**src/rtl/hazard_pkg.sv**
```systemverilog
`timescale 1ns/1ps
package hazard_pkg;
  localparam int INSTR_W  = 32;
  localparam int REG_W    = 5;
  localparam int OPC_MSB  = 31;
  localparam int OPC_LSB  = 26;
  localparam int SRCA_MSB = 25;
  localparam int SRCA_LSB = 21;
  localparam int SRCB_MSB = 20;
  localparam int SRCB_LSB = 16;
  localparam int LIT_FLAG = 12;
  localparam int DST_MSB  = 4;
  localparam int DST_LSB  = 0;
  localparam int TAG_STAGES = 3;
  localparam int TAG_W    = REG_W + 1;
  localparam logic [REG_W-1:0] ZERO_REG = {REG_W{1'b1}};

  typedef enum logic [1:0] {
    CMD_XFER  = 2'b00,
    CMD_HOLD  = 2'b01,
    CMD_CLEAR = 2'b10
  } pipeCmd_e;

  typedef struct packed {
    logic             wr;
    logic [REG_W-1:0] dst;
  } dstTag_t;

  typedef struct packed {
    logic     pcHold;
    pipeCmd_e ifIdCmd;
    pipeCmd_e idExCmd;
    pipeCmd_e exMemCmd;
    pipeCmd_e memWbCmd;
  } stageCtl_t;
endpackage

```
**src/rtl/pipe_stage.sv**
```systemverilog
`timescale 1ns/1ps
module pipe_stage
  import hazard_pkg::*;
#(
  parameter int W = 8
) (
  input  logic         clk,
  input  logic         rstN,
  input  pipeCmd_e     cmd,
  input  logic [W-1:0] d,
  output logic [W-1:0] q
);
  always_ff @(posedge clk or negedge rstN) begin
    if (!rstN) begin
      q <= '0;
    end else begin
      case (cmd)
        CMD_XFER:  q <= d;
        CMD_CLEAR: q <= '0;
        default:   q <= q;
      endcase
    end
  end

  AST_CMD_LEGAL: assert property (@(posedge clk) disable iff (!rstN)
    cmd != pipeCmd_e'(2'b11));
  AST_XFER_LOADS: assert property (@(posedge clk) disable iff (!rstN)
    cmd == CMD_XFER |=> q == $past(d));
  AST_HOLD_KEEPS: assert property (@(posedge clk) disable iff (!rstN)
    cmd == CMD_HOLD |=> $stable(q));
  AST_CLEAR_ZEROS: assert property (@(posedge clk) disable iff (!rstN)
    cmd == CMD_CLEAR |=> q == '0);
endmodule

```
**src/rtl/hazard_ctrl.sv**
```systemverilog
`timescale 1ns/1ps
module hazard_ctrl
  import hazard_pkg::*;
(
  input  logic             clk,
  input  logic             rstN,
  input  logic [REG_W-1:0] srcA,
  input  logic [REG_W-1:0] srcB,
  input  logic             useA,
  input  logic             useB,
  input  dstTag_t          exTag,
  input  dstTag_t          memTag,
  output stageCtl_t        ctl
);
  localparam int NSRC  = 2;
  localparam int NPEND = 2;

  logic [REG_W-1:0]        srcId   [NSRC];
  logic                    srcUsed [NSRC];
  dstTag_t                 pend    [NPEND];
  logic [NSRC*NPEND-1:0]   hit;
  logic                    hazard;

  assign srcId[0]   = srcA;
  assign srcId[1]   = srcB;
  assign srcUsed[0] = useA;
  assign srcUsed[1] = useB;
  assign pend[0]    = exTag;
  assign pend[1]    = memTag;

  for (genvar s = 0; s < NSRC; s++) begin : g_src
    for (genvar p = 0; p < NPEND; p++) begin : g_pend
      assign hit[s*NPEND+p] = srcUsed[s] && (srcId[s] != ZERO_REG) &&
                              pend[p].wr && (pend[p].dst == srcId[s]);
    end
  end

  assign hazard = |hit;

  always_comb begin
    ctl.pcHold   = hazard;
    ctl.ifIdCmd  = hazard ? CMD_HOLD  : CMD_XFER;
    ctl.idExCmd  = hazard ? CMD_CLEAR : CMD_XFER;
    ctl.exMemCmd = CMD_XFER;
    ctl.memWbCmd = CMD_XFER;
  end

  AST_PAIRED_CMDS: assert property (@(posedge clk) disable iff (!rstN)
    ctl.ifIdCmd == CMD_HOLD |-> (ctl.idExCmd == CMD_CLEAR && ctl.pcHold));
  AST_R31_QUIET: assert property (@(posedge clk) disable iff (!rstN)
    (srcA == ZERO_REG && srcB == ZERO_REG) |-> ctl.ifIdCmd == CMD_XFER);
  AST_LIT_IGNORED: assert property (@(posedge clk) disable iff (!rstN)
    (!useB && srcA == ZERO_REG) |-> !ctl.pcHold);
endmodule

```
**src/rtl/hazard_datapath.sv**
```systemverilog
`timescale 1ns/1ps
module hazard_datapath
  import hazard_pkg::*;
(
  input  logic               clk,
  input  logic               rstN,
  input  logic [INSTR_W-1:0] fetchWord,
  input  stageCtl_t          ctl,
  output logic [INSTR_W-1:0] idWord,
  output logic [REG_W-1:0]   srcA,
  output logic [REG_W-1:0]   srcB,
  output logic               useA,
  output logic               useB,
  output dstTag_t            exTag,
  output dstTag_t            memTag,
  output dstTag_t            wbTag
);
  logic    isOperate;
  dstTag_t idTag;
  dstTag_t tagIn  [TAG_STAGES];
  dstTag_t tagOut [TAG_STAGES];
  pipeCmd_e tagCmd [TAG_STAGES];

  pipe_stage #(.W(INSTR_W)) u_ifId (
    .clk  (clk),
    .rstN (rstN),
    .cmd  (ctl.ifIdCmd),
    .d    (fetchWord),
    .q    (idWord)
  );

  assign isOperate = |idWord[OPC_MSB:OPC_LSB];
  assign srcA      = idWord[SRCA_MSB:SRCA_LSB];
  assign srcB      = idWord[SRCB_MSB:SRCB_LSB];
  assign useA      = isOperate;
  assign useB      = isOperate && !idWord[LIT_FLAG];
  assign idTag.wr  = isOperate;
  assign idTag.dst = idWord[DST_MSB:DST_LSB];

  assign tagCmd[0] = ctl.idExCmd;
  assign tagCmd[1] = ctl.exMemCmd;
  assign tagCmd[2] = ctl.memWbCmd;

  for (genvar i = 0; i < TAG_STAGES; i++) begin : g_tag
    if (i == 0) begin : g_head
      assign tagIn[i] = idTag;
    end else begin : g_body
      assign tagIn[i] = tagOut[i-1];
    end
    pipe_stage #(.W(TAG_W)) u_stage (
      .clk  (clk),
      .rstN (rstN),
      .cmd  (tagCmd[i]),
      .d    (tagIn[i]),
      .q    (tagOut[i])
    );
  end

  assign exTag  = tagOut[0];
  assign memTag = tagOut[1];
  assign wbTag  = tagOut[2];

  AST_BUBBLE_NO_WRITE: assert property (@(posedge clk) disable iff (!rstN)
    ctl.idExCmd == CMD_CLEAR |=> !exTag.wr);
  AST_ID_WAITS: assert property (@(posedge clk) disable iff (!rstN)
    ctl.ifIdCmd == CMD_HOLD |=> $stable(idWord));
  AST_WB_FROM_MEM: assert property (@(posedge clk) disable iff (!rstN)
    ctl.memWbCmd == CMD_XFER |=> wbTag == $past(memTag));
endmodule

```
**src/rtl/hazard_interlock.sv**
```systemverilog
`timescale 1ns/1ps
module hazard_interlock
  import hazard_pkg::*;
(
  input  logic               clk,
  input  logic               rstN,
  input  logic [INSTR_W-1:0] fetchWord,
  output logic               fetchHold,
  output logic [INSTR_W-1:0] idWord,
  output logic [1:0]         ifIdCmd,
  output logic [1:0]         idExCmd,
  output logic [1:0]         exMemCmd,
  output logic [1:0]         memWbCmd,
  output logic [REG_W-1:0]   exDest,
  output logic               exWe,
  output logic [REG_W-1:0]   memDest,
  output logic               memWe,
  output logic [REG_W-1:0]   wbDest,
  output logic               wbWe
);
  stageCtl_t        ctl;
  logic [REG_W-1:0] srcA;
  logic [REG_W-1:0] srcB;
  logic             useA;
  logic             useB;
  dstTag_t          exTag;
  dstTag_t          memTag;
  dstTag_t          wbTag;

  hazard_datapath u_path (
    .clk       (clk),
    .rstN      (rstN),
    .fetchWord (fetchWord),
    .ctl       (ctl),
    .idWord    (idWord),
    .srcA      (srcA),
    .srcB      (srcB),
    .useA      (useA),
    .useB      (useB),
    .exTag     (exTag),
    .memTag    (memTag),
    .wbTag     (wbTag)
  );

  hazard_ctrl u_ctrl (
    .clk    (clk),
    .rstN   (rstN),
    .srcA   (srcA),
    .srcB   (srcB),
    .useA   (useA),
    .useB   (useB),
    .exTag  (exTag),
    .memTag (memTag),
    .ctl    (ctl)
  );

  assign fetchHold = ctl.pcHold;
  assign ifIdCmd   = ctl.ifIdCmd;
  assign idExCmd   = ctl.idExCmd;
  assign exMemCmd  = ctl.exMemCmd;
  assign memWbCmd  = ctl.memWbCmd;
  assign exDest    = exTag.dst;
  assign exWe      = exTag.wr;
  assign memDest   = memTag.dst;
  assign memWe     = memTag.wr;
  assign wbDest    = wbTag.dst;
  assign wbWe      = wbTag.wr;
endmodule

```
**config.mk**
```make
export PLATFORM = sky130hd
export DESIGN_NAME = hazard_interlock
export DESIGN_NICKNAME = d
export VERILOG_FILES = /design/src/rtl/hazard_pkg.sv /design/src/rtl/pipe_stage.sv /design/src/rtl/hazard_ctrl.sv /design/src/rtl/hazard_datapath.sv /design/src/rtl/hazard_interlock.sv
export SDC_FILE = /design/constraint.sdc
export NUM_CORES = 1
export LEC_CHECK = 0
export ABC_AREA = 1
export BUFFER_PORTS_ARGS = -buffer_cell sky130_fd_sc_hd__clkbuf_2
export CAP_MARGIN = 10
export CORE_ASPECT_RATIO = 1.75
export CORE_UTILIZATION = 41
export DETAILED_ROUTE_END_ITERATION = 12
export GPL_TIMING_DRIVEN = 1
export HOLD_SLACK_MARGIN = 0.15
export PLACE_DENSITY = 0.69
export SETUP_SLACK_MARGIN = 0.2
export SLEW_MARGIN = 25
export SYNTH_ARGS = -nofsm -noshare
export SYNTH_HDL_FRONTEND = slang
export SYNTH_HIERARCHICAL = 1
export SYNTH_SLANG_ARGS = --single-unit
```
**constraint.sdc**
```tcl
create_clock -name clk -period 1.45 [get_ports clk]
set_input_delay 0.0725 -clock clk [delete_from_list [all_inputs] [get_ports clk]]
set_output_delay 0.0725 -clock clk [all_outputs]
set_load 0.01 [all_outputs]
```
== Yosys cells after proc, flatten, opt, wreduce, memory -nomap -nowiden ==
Index checks and enable logic that the tools add are counted.

* Mux-type cells: 4
* Reductions and logical operators: 18
* Equal/unequal tests: 8

{| class="wikitable"
|+ Operators with widths
! operator !! count
|-
| one-hot mux 32 bit (2 select lines) || 1
|-
| equality test 5 bit || 4
|-
| one-hot mux 6 bit (2 select lines) || 1
|-
| logical AND 1 bit || 11
|-
| inequality test 5 bit (second input constant) || 2
|-
| OR reduction 6 bit || 1
|-
| equality test 2 bit (second input constant) || 2
|-
| zero test 2 bit || 2
|-
| nonzero test 2 bit || 2
|-
| OR reduction 4 bit || 1
|-
| two-way mux 2 bit || 1
|-
| zero test 1 bit || 1
|-
| two-way mux 1 bit || 1
|}

* Register bits: 50
* Input bits: 34

== Depth between registers and ports, before layout ==
* Depth in word-level cells: 9
* Mapped depth: 15
* Gate-level depth less buffers: 11

== Cells and area by module ==
The synthesis kept the hierarchy.

{| class="wikitable"
|+ By module, submodules not included
! module !! cells each !! instances !! area each (um^2)
|-
| pipe_stage (u_path.u_ifId) || 136 || 1 || 1241.2
|-
| pipe_stage (u_path.g_tag[0].u_stage ...) || 25 || 3 || 229.0
|-
| hazard_ctrl || 114 || 1 || 480.5
|-
| hazard_datapath || 17 || 1 || 102.6
|}

== Worst setup path before layout ==
No wires, ideal clock.

* Path type: flip-flop to flip-flop
* Start: register u_path.u_ifId.q[21]
* End: register u_path.u_ifId.q[0]
* Data required time: 1.385 ns
* Path slack: -0.199 ns
* Buffers on the path: 4
* Data arrival time: 1.584 ns
* Clock period less this slack: 1.649 ns
* Cell stages (with the launch flop): 16
* Path through: dfrtp_1 -> buf_4 -> inv_1 -> nand2_1 -> nand2_1 -> nor2_1 -> nand3_1 -> nand2_1 -> nand2_1 -> nand2_1 -> buf_4 -> buf_6 -> nor2_8 -> buf_6 -> nand2_1 -> nand2_1

* Cells in the longest elaborated chain, start to end: 8

{| class="wikitable"
|+ Ends and longest elaborated chain
! item !! RTL line !! source
|-
| start: declaration || pipe_stage.sv:11 || <nowiki>output logic [W-1:0] q</nowiki>
|-
| start signal: assignment || pipe_stage.sv:20 || <nowiki>default: q <= q;</nowiki>
|-
| inequality test 5 bit || hazard_ctrl.sv:33 || <nowiki>assign hit[s*NPEND+p] = srcUsed[s] && (srcId[s] != ZERO_REG) &&</nowiki>
|-
| logical AND 1 bit (2 in series) || hazard_ctrl.sv:33 ||
|-
| logical AND 1 bit || hazard_ctrl.sv:34 || <nowiki>pend[p].wr && (pend[p].dst == srcId[s]);</nowiki>
|-
| OR reduction 4 bit (*) || hazard_ctrl.sv:38 || <nowiki>assign hazard = |hit;</nowiki>
|-
| net u_ctrl.hazard || hazard_ctrl.sv:22 || <nowiki>logic hazard;</nowiki>
|-
| two-way mux 1 bit (*) || hazard_ctrl.sv:42 || <nowiki>ctl.ifIdCmd = hazard ? CMD_HOLD : CMD_XFER;</nowiki>
|-
| net ifIdCmd[0] || hazard_interlock.sv:10 || <nowiki>output logic [1:0] ifIdCmd,</nowiki>
|-
| equality test 2 bit / zero test 2 bit (equally long branches) || pipe_stage.sv:17 || <nowiki>case (cmd)</nowiki>
|-
| one-hot mux 32 bit (2 select lines) / nonzero test 2 bit (equally long branches) || - ||
|}

Mark *: on every way through the listed nets, which the timed path passes. The rest lies on a longest branch.
A chain may end at the register's enable or synchronous reset.

== Worst setup path after layout ==
* Start: register u_path.u_ifId.q[17]
* End: register u_path.u_ifId.q[26]

* Cells in the longest elaborated chain, start to end: 8

{| class="wikitable"
|+ Ends and longest elaborated chain
! item !! RTL line
|-
| inequality test 5 bit || hazard_ctrl.sv:33
|-
| logical AND 1 bit (2 in series) || hazard_ctrl.sv:33
|-
| logical AND 1 bit || hazard_ctrl.sv:34
|-
| OR reduction 4 bit (*) || hazard_ctrl.sv:38
|-
| two-way mux 1 bit (*) || hazard_ctrl.sv:42
|-
| equality test 2 bit / zero test 2 bit (equally long branches) || pipe_stage.sv:17
|-
| one-hot mux 32 bit (2 select lines) / nonzero test 2 bit (equally long branches) || -
|}

Every way passes the cells marked *; elsewhere a longest branch is shown, timed or not.

==> results.md <==
- Initial Util: 42.7%
- Row count: 37
- Max_cap viols: 0
- Part of the power in registers: 26.1%
- Setup Skew: 0.00878 ns
- Crit path kind: reg -> reg
- Int Power: 5.35 mW
- CTS tree: built
- Die ar.: 0.00645 mm²
- Cells after Synth: 342
- Warnings, synthesis: 6
- Final wirelength: 8.51 mm
- DR vias/cell: 4.81
- Pwr dens: 2290 mW/mm²
- CP max FO: 8
- Largest net degree at the start of global routing: 51
- Sw frac: 42.4%
- Total gr overflow: 0
- CP bufs+invs: 4
- Post-synthesis simple-gate area fraction: 37.9%
- Most frequent cells in the layout: nand2_1, clkbuf_2, dfrtp_1
- Mux cell area share after synthesis: 0%
- Commonest non-fill, non-tap cell in the layout: nand2_1
- Worst vdd rail ir drop: 1.60 mV
- DRT iter0 DRCs: 121
- Leakage: 2.30 nW
- Critical Path Sink Type: register
- Clk sinks: 50
- Final nets: 532
- Post-Synth Adder-Cell Area: 0%
- Max Slew Vio Count: 0
- Netlist cell types: 15
- Vias in the first global route: 2756
- Root buf cell: clkbuf_8
- Final setup vio count: 41
- Register area share after synthesis: 49.8%
- Vias: 2776
- Num CTS Buffers: 5
- I/O pin cnt: 93
- Slowest Stage Delay on Critical Path: 0.43 ns
- Routed len/inst: 14.8 µm
- Worst Path Required: 1.70 ns
- CP Data Arrival Time: 2.04 ns
- H-tree levels: 2
- HPWL after detailed placement: 4.61 mm
- CP Cell Sequence: buf_4, nand4_1, o21a_1, nand2_2, nand2_4, buf_12, nor2_4, buf_6, buf_12, nand2_2, nand2_1
- Largest family of logic cells by synthesized area: simple AND/OR/NAND/NOR gates
- Failing checks: negative setup slack
- Final Power: 9.28 mW
- Port Buffers: 86
- Tmin final: 1.79 ns
- Period Utilization, post-route: 123%
- Drt pass-1 iters: 4
- Layout cells sized above 1: 42.7%
- CP top delay family: buffers and inverters
- Clock slew at reported path FFs: 0.10 ns
- CTS Buffer Depth: 2
- Outcome: complete, but fails checks
- Maximum clock frequency: 560 MHz
- Final Hold Viols: 0
- Switching pwr: 3.94 mW
- CP Launch Type: register
- Routability cong.: 0.877
- Cell depth of the worst flop-to-flop path: 11
- Synthesized area per cell: 7.34 µm²
- Core Footprint: 0.00588 mm²
- Clock power share: 13.2%
- Xor and xnor area share after synthesis: 0%
- Antenna Diode Count: 0
- Gr usage total: 26.7%
- Logic pwr share: 60.7%
- Register bit total from synthesis: 50
- Crit. path cell count: 11
- CP max-delay cell: dfrtp_1
- RSZ-0062 raised after global routing: yes
- Final worst slack: -0.335 ns
- Final Cell Area: 0.00405 mm²
- Remaining DRCs: 0
- Syn-to-layout area delta: 61.1%
- First-pass GRT wire length: 12.7 mm
- Detail Route Antenna Nets: 0
- Die Span X: 61.2 µm
- Netlist Area Pre-Place: 0.00251 mm²
- Post-synthesis compound-gate area fraction: 0.797%
- Initial antenna violation count: 0
- Placed instance area: 0.00312 mm²
- Die height: 106 µm
- Skew-Pair Late Insertion Delay: 0.32 ns
- Hold crit path type: in -> async
synthesized netlist by cell type, drive strengths merged:
| cell | count | area (µm²) |
|---|---|---|
| nand2 | 210 | 788 |
| o21ai | 1 | 5.00 |
| inv | 22 | 82.6 |
| nand4 | 2 | 12.5 |
| nand3 | 5 | 25.0 |
| nor2 | 23 | 125 |
| buf | 26 | 203 |
| conb | 1 | 3.75 |
| dfrtp | 50 | 1250 |
| o21a | 2 | 15.0 |
worst paths after layout:
path                                     start             endpoint  slack (ns)
setup / recovery           u_path/u_ifId/q[17]  u_path/u_ifId/q[26]       -0.34
hold / removal                            rstN  u_path/u_ifId/q[17]        0.27
setup reg to reg           u_path/u_ifId/q[17]  u_path/u_ifId/q[26]       -0.34
hold reg to reg            u_path/u_ifId/q[14]  u_path/u_ifId/q[14]        0.49
max in group asynchronous                 rstN  u_path/u_ifId/q[24]        0.92
min in group clk                 fetchWord[14]  u_path/u_ifId/q[14]        0.48
metal layers:
| metal | global-route usage [%] | part of all wire [%] | up-vias |
|---|---|---|---|
| met5 | 0 | 0 | - |
| met4 | 13.0 | 5.3 | 0 |
| met3 | 4.29 | 4.5 | 37 |
| met2 | 48.5 | 56 | 121 |
| met1 | 27.7 | 34 | 1307 |
| li1 | - | - | 1311 |
worst reg2reg max path: cells and delay by family, from the launching register on:
kind	cells	cell delay [ns]
simple gates	6	0.54
flops	1	0.43
compound gates	1	0.21
buf+inv	4	0.54
logic make-up after synthesis:
family | Yosys count
DFF | 50
other | 1
buffers and inverters | 48
AOI/OAI and AO/OA | 3
and+or+nand+nor | 240
area by class of cell:
type	instances	area, µm²
clock inverters	2	60.1
inverters	22	82.6
flip-flops and latches	50	1260
multi-input cells	251	1170
fillers	438	1830
well taps	78	97.6
clock buffers	6	82.6
repair buffers	168	1290
through the flow:
stage / utilization, % / setup TNS [ns] / instances / worst slack, ns / hold slack (ns)
after global routing: 68.8 / -17.24 / 577 / -0.499 / 0.302
after global placement: 53.0 / -5.86 / 518 / -0.171 / 0.0857
after CTS: 65.5 / -7.82 / 573 / -0.246 / 0.298
final: 68.8 / -11.22 / 577 / -0.335 / 0.270
after floorplan: - / -4.96 / 347 / -0.162 / -0.223
after detailed placement: 53.0 / -7.57 / 518 / -0.222 / 0.0859
power by group through the flow:
stage	clock network, mW	logic (mW)	registers (mW)
after floorplan	0	2.28	2.55
after global placement	0	3.52	2.38
after detailed placement	0	3.59	2.38
after CTS	1.23	4.68	2.38
after global routing	1.28	6.04	2.49
final	1.22	5.63	2.43
sequential cells by signal, indices dropped and copies added, names as in the netlist:
name                    flops
u_path/g_tag.u_stage/q     18
u_path/u_ifId/q            32
repair_timing:
item | in CTS | in global routing
endpoints found under the setup margin | 41 | 42
hold endpoints to repair | 82 | 0
hold buffers | 33 | 0
gates cloned | 3 | 1
pin swaps | 6 | 25
gates resized for setup | 34 | 51
setup buffers | 11 | 3
(Power assumes the default switching activity.)
